**config.mk**
```make
export PLATFORM = sky130hd
export DESIGN_NAME = mbox_cmd_timer
export DESIGN_NICKNAME = d
export VERILOG_FILES = /design/src/rtl/mbox_cmd_timer.sv
export SDC_FILE = /design/constraint.sdc
export NUM_CORES = 1
export LEC_CHECK = 0
export BUFFER_PORTS_ARGS = -buffer_cell sky130_fd_sc_hd__buf_2
export CORE_UTILIZATION = 58
export CTS_BUF_LIST = sky130_fd_sc_hd__clkbuf_2
export DETAILED_ROUTE_END_ITERATION = 12
export PLACE_DENSITY = 0.95
export SLEW_MARGIN = 40
export SYNTH_ARGS = -nofsm -noshare
export SYNTH_HDL_FRONTEND = slang
export SYNTH_SLANG_ARGS = --single-unit
```
**constraint.sdc**
```tcl
create_clock -name clk -period 6.55 [get_ports clk]
set_input_delay 0.655 -clock clk [delete_from_list [all_inputs] [get_ports clk]]
set_output_delay 0.655 -clock clk [all_outputs]
set_load 0.03 [all_outputs]
```
**src/rtl/mbox_cmd_timer.sv**
```systemverilog
module mbox_cmd_timer #(
  parameter int          CLKS_PER_US = 100,
  parameter logic [15:0] TIMER_CMD   = 16'hD401
) (
  input  logic        clk,
  input  logic        rst_n,
  input  logic        msg_pending,
  input  logic [63:0] mbox_w0,
  input  logic [63:0] mbox_w1,
  output logic        ack_evt,
  output logic        expiry_evt
);
  localparam int PW = (CLKS_PER_US > 1) ? $clog2(CLKS_PER_US) : 1;
  localparam logic [PW-1:0] PRE_LAST = PW'(CLKS_PER_US - 1);

  logic          running;
  logic [PW-1:0] presc;
  logic [63:0]   remain;

  wire [15:0] cmd_code  = mbox_w0[15:0];
  wire [15:0] hdr_flags = mbox_w0[47:32];
  wire        unused_hdr = ^{mbox_w0[63:48], mbox_w0[31:16], hdr_flags[15:10], hdr_flags[8:2]};

  wire is_timer = msg_pending && (cmd_code == TIMER_CMD);
  wire do_stop  = is_timer && hdr_flags[1];
  wire do_start = is_timer && hdr_flags[0] && !hdr_flags[1];
  wire tick     = (presc == PRE_LAST);
  wire last_us  = (remain <= 64'd1);

  always_ff @(posedge clk or negedge rst_n) begin
    if (!rst_n) begin
      ack_evt    <= 1'b0;
      expiry_evt <= 1'b0;
      running    <= 1'b0;
      presc      <= '0;
      remain     <= '0;
    end else begin
      ack_evt    <= msg_pending && hdr_flags[9];
      expiry_evt <= 1'b0;
      if (do_stop) begin
        running <= 1'b0;
        presc   <= '0;
      end else if (do_start) begin
        running <= 1'b1;
        presc   <= '0;
        remain  <= mbox_w1;
      end else if (running) begin
        if (tick) begin
          presc <= '0;
          if (last_us) begin
            running    <= 1'b0;
            expiry_evt <= 1'b1;
          end else begin
            remain <= remain - 64'd1;
          end
        end else begin
          presc <= presc + PW'(1);
        end
      end
    end
  end
endmodule


```
==> impl_metrics.yaml <==
detailed_routing:
  drt_first_pass_iters: 5
  drt-total-wl_um: 10600
  vias: 4134
  dr.first_iter.drc_count: 321
  drc: 0
  via_per_inst: 6.01
  drtAntennaViolNets: 0
  wl_per_cell_um: 15.4
yosys:
  async_flop_share_pct: 100
  synth_adder_area_share_pct: 0.847
  syn-mean-instance-area_um2: 8.71
  syn_inst: 509
  synth_seq_cells: 74
  ys.flop_type: "dfrtp_1"
  synthSimpleGateAreaFrac_pct: 31.5
  synth_cell_types: 51
  ys_seq_area_share_pct: 41.8
  synthMuxAreaShare_pct: 0.226
  syn_area_um2: 4430
  synth_xor_area_share_pct: 12.0
  synth_compound_area_share_pct: 10.7
  synth_top_family_by_area: "simple AND/OR/NAND/NOR gates"
  yosys.area.top_type: "dfrtp_1"
  yosysWarnings: 0
  synth_fp_nets: 643
  synth_top_area_share_pct: 41.8
  synth_edf_count: 0
  synthTopCellsByArea: "dfrtp_1 (42%), a21oi_1 (7.3%), nor2_1 (7.3%), xor2_1 (6.5%), xnor2_1 (5.5%)"
placement:
  io_buffers: 87
  place_congestion: 0.886
  dp_hpwl_um: 7350
critical_path:
  crit_path_start_kind: "flip-flop"
  reg2reg_slack_ps: 2990
  worstPathCellList: "or4_4, or4_1, nor4_1, and4_1, buf_4, nor2_1, a32oi_1, a21oi_1"
  worstSetupEndpointType: "flip-flop"
  cp_top_family: "simple AND/OR/NAND/NOR gates"
  crit_fanout: 21
  critPathRequiredTime_ps: 6940
  rr_worst_depth: 8
  cp_slowest_stage_delay_ps: 620
  r2r_end: "remain[37]$_DFFE_PN0P_"
  crit_buf_inv: 1
  slowest_stage: "or4_1"
  worstReg2RegStart: "remain[12]$_DFFE_PN0P_"
  crit_arrival_ps: 3950
  critical_path_class: "flip-flop to flip-flop"
clock_network:
  cts_resized: 0
  htreeDepth: 3
  cts_buffer_depth: 2
  cts.sinks: 74
  cts.clk_slew.worst_paths_ps: 180
  clock_latency_ps: 510
  post_cts_buffers: 0
  clockRootBuffer: "clkbuf_2"
  cts_buffers: 9
  cts_hold_buffers: 0
  cts_tree: "done"
power_and_ir_drop:
  power_density_nw_per_um2: 146
  p_leak_nw: 2.26
  clkPwrFrac_pct: 32.4
  switching_share_pct: 23.1
  ir_drop_mv: 0.0740
  comb_power_share_pct: 5.2
  p_int_w: 0.000565
  finalPower_w: 0.000735
  power_switching_w: 0.000170
  p_seq_share_pct: 62.3
global_routing:
  grt_util_all_layers_pct: 28.4
  grt_overflow: 0
  grt_pass1_vias: 3977
  grt_pass1_wl_um: 17300
  antenna_found_initial: 0
  grt_max_degree: 130
timing:
  hold_ws_ps: 209
  worst_pin_slew_ps: 736
  min_period_ps: 3560
  tns_ps: 0
  rsz0062_at_grt: "no"
  max_slew_margin_pct: 50.9
  fin_crit_sh_pct: 54.4
  clock_skew_ps: 20.9
  hold_viol: 0
  finalSetupViolCount: 0
  slew_violations: 0
  fmax_mhz: 281
worst_hold_path:
  hp-class: "input pin to async pin"
outcome:
  status: "completed"
die:
  die_area_um2: 8000
  start_util_pct: 60.5
  coreArea_um2: 7330
  num_io_pins: 133
  die_w_um: 89.4
  die_h_um: 89.4
  placementRows: 31
final_layout:
  n_antenna_cell: 0
  layout.nets: 719
  syn_to_final_growth_pct: 13.3
  drive_gt1_share_pct: 21.2
job:
  cap_violations: 0
==> per-layer routing <==
metal | GRT usage, % | wire (µm) | up-vias
met3 | 5.45 | 724 | 26
met4 | 11.5 | 228 | 0
met1 | 35.8 | 4400 | 1950
met5 | 0 | 0 | -
li1 | - | - | 1961
met2 | 48.2 | 5210 | 197
==> power groups by stage <==
| stage | combinational (W) | clock (W) | sequential, W |
|---|---|---|---|
| 2_1_floorplan | 0.00000257 | 0 | 0.000467 |
| 3_3_place_gp | 0.0000373 | 0 | 0.000466 |
| 3_5_place_dp | 0.0000389 | 0 | 0.000466 |
| 4_1_cts | 0.0000392 | 0.000244 | 0.000458 |
| 5_1_grt | 0.0000442 | 0.000261 | 0.000458 |
| 6_report | 0.0000385 | 0.000238 | 0.000458 |
==> cell usage after synthesis (3+ instances only) <==
cell and instances:
clkbuf_1 20, nor3_1 33, dfrtp_1 74, nor4_1 21, buf_4 4, ha_1 3
xor2_1 33, nand3b_1 3, nor2_1 86, or2_2 4, or4_1 6, a21oi_1 65
inv_1 4, o21ai_0 10, or3_1 14, nand3_1 22, and3_1 4, xnor2_1 28
nand4_1 16, nand2_1 19
==> stage by stage <==
step | worst slack, ps | instances | util, % | instance area, µm²
finish | 2990 | 688 | 68.5 | 5020
global route | 2810 | 688 | 68.5 | 5020
CTS | 2980 | 688 | 68.4 | 5010
detailed placement | 2890 | 673 | 67.1 | 4920
global placement | 2900 | 673 | 67.0 | 4910
floorplan | 3510 | 509 | - | 4430
==> cell type report <==
type | instances | area (µm²)
fill | 574 | 2310
clock inverter | 4 | 43.8
sequential | 74 | 1850
clock buffer | 11 | 55.1
multi-input combinational | 405 | 2460
inverter | 4 | 15.0
tap | 99 | 124
timing repair buffer | 91 | 475
==> layout by cell type (no fill, tap or decap), types with 3 or more instances in the layout <==
cell type and n:
nor4_1 21, xor2_1 33, nand3b_1 3, and3_1 4
dfrtp_1 74, nor2_1 86, ha_1 3, nand2_1 19
nand4_1 16, clkbuf_2 11, o21ai_0 10, nor3_1 33
inv_1 4, xnor2_1 28, buf_2 87, or2_2 4
or4_1 6, nand3_1 22, or3_1 14, a21oi_1 65
==> kinds of logic after synthesis <==
| logic type | Yosys count |
|---|---|
| multiplexers | 1 |
| AND/OR/NAND/NOR | 253 |
| AO/OA/AOI/OAI | 87 |
| buffers and inverters | 30 |
| flip-flops | 74 |
| adder cells (fa/ha/maj) | 3 |
| XOR/XNOR | 61 |
==> worst register-to-register path: stages, from the launching register on <==
cell,delay [ps]
dfrtp_1,450
or4_4,540
or4_1,620
nor4_1,410
and4_1,610
buf_4,380
nor2_1,130
a32oi_1,230
a21oi_1,80
==> worst max path at each step <==
stage	from	end	slack, ps	cells past startpoint
final	remain[12]$_DFFE_PN0P_	remain[37]$_DFFE_PN0P_	2990	8
after global routing	remain[12]$_DFFE_PN0P_	remain[37]$_DFFE_PN0P_	2810	8
after CTS	remain[12]$_DFFE_PN0P_	remain[37]$_DFFE_PN0P_	2980	8
after detailed placement	mbox_w0[8]	remain[43]$_DFFE_PN0P_	2890	8
after global placement	mbox_w0[8]	remain[43]$_DFFE_PN0P_	2900	8
after floorplan	mbox_w0[8]	remain[37]$_DFFE_PN0P_	3510	7
==> flip-flops by register name, indices dropped and copies added, names as in the netlist <==
register    count
ack_evt         1
expiry_evt      1
presc           7
remain         64
running         1
Power figures use the tool's default switching activity.
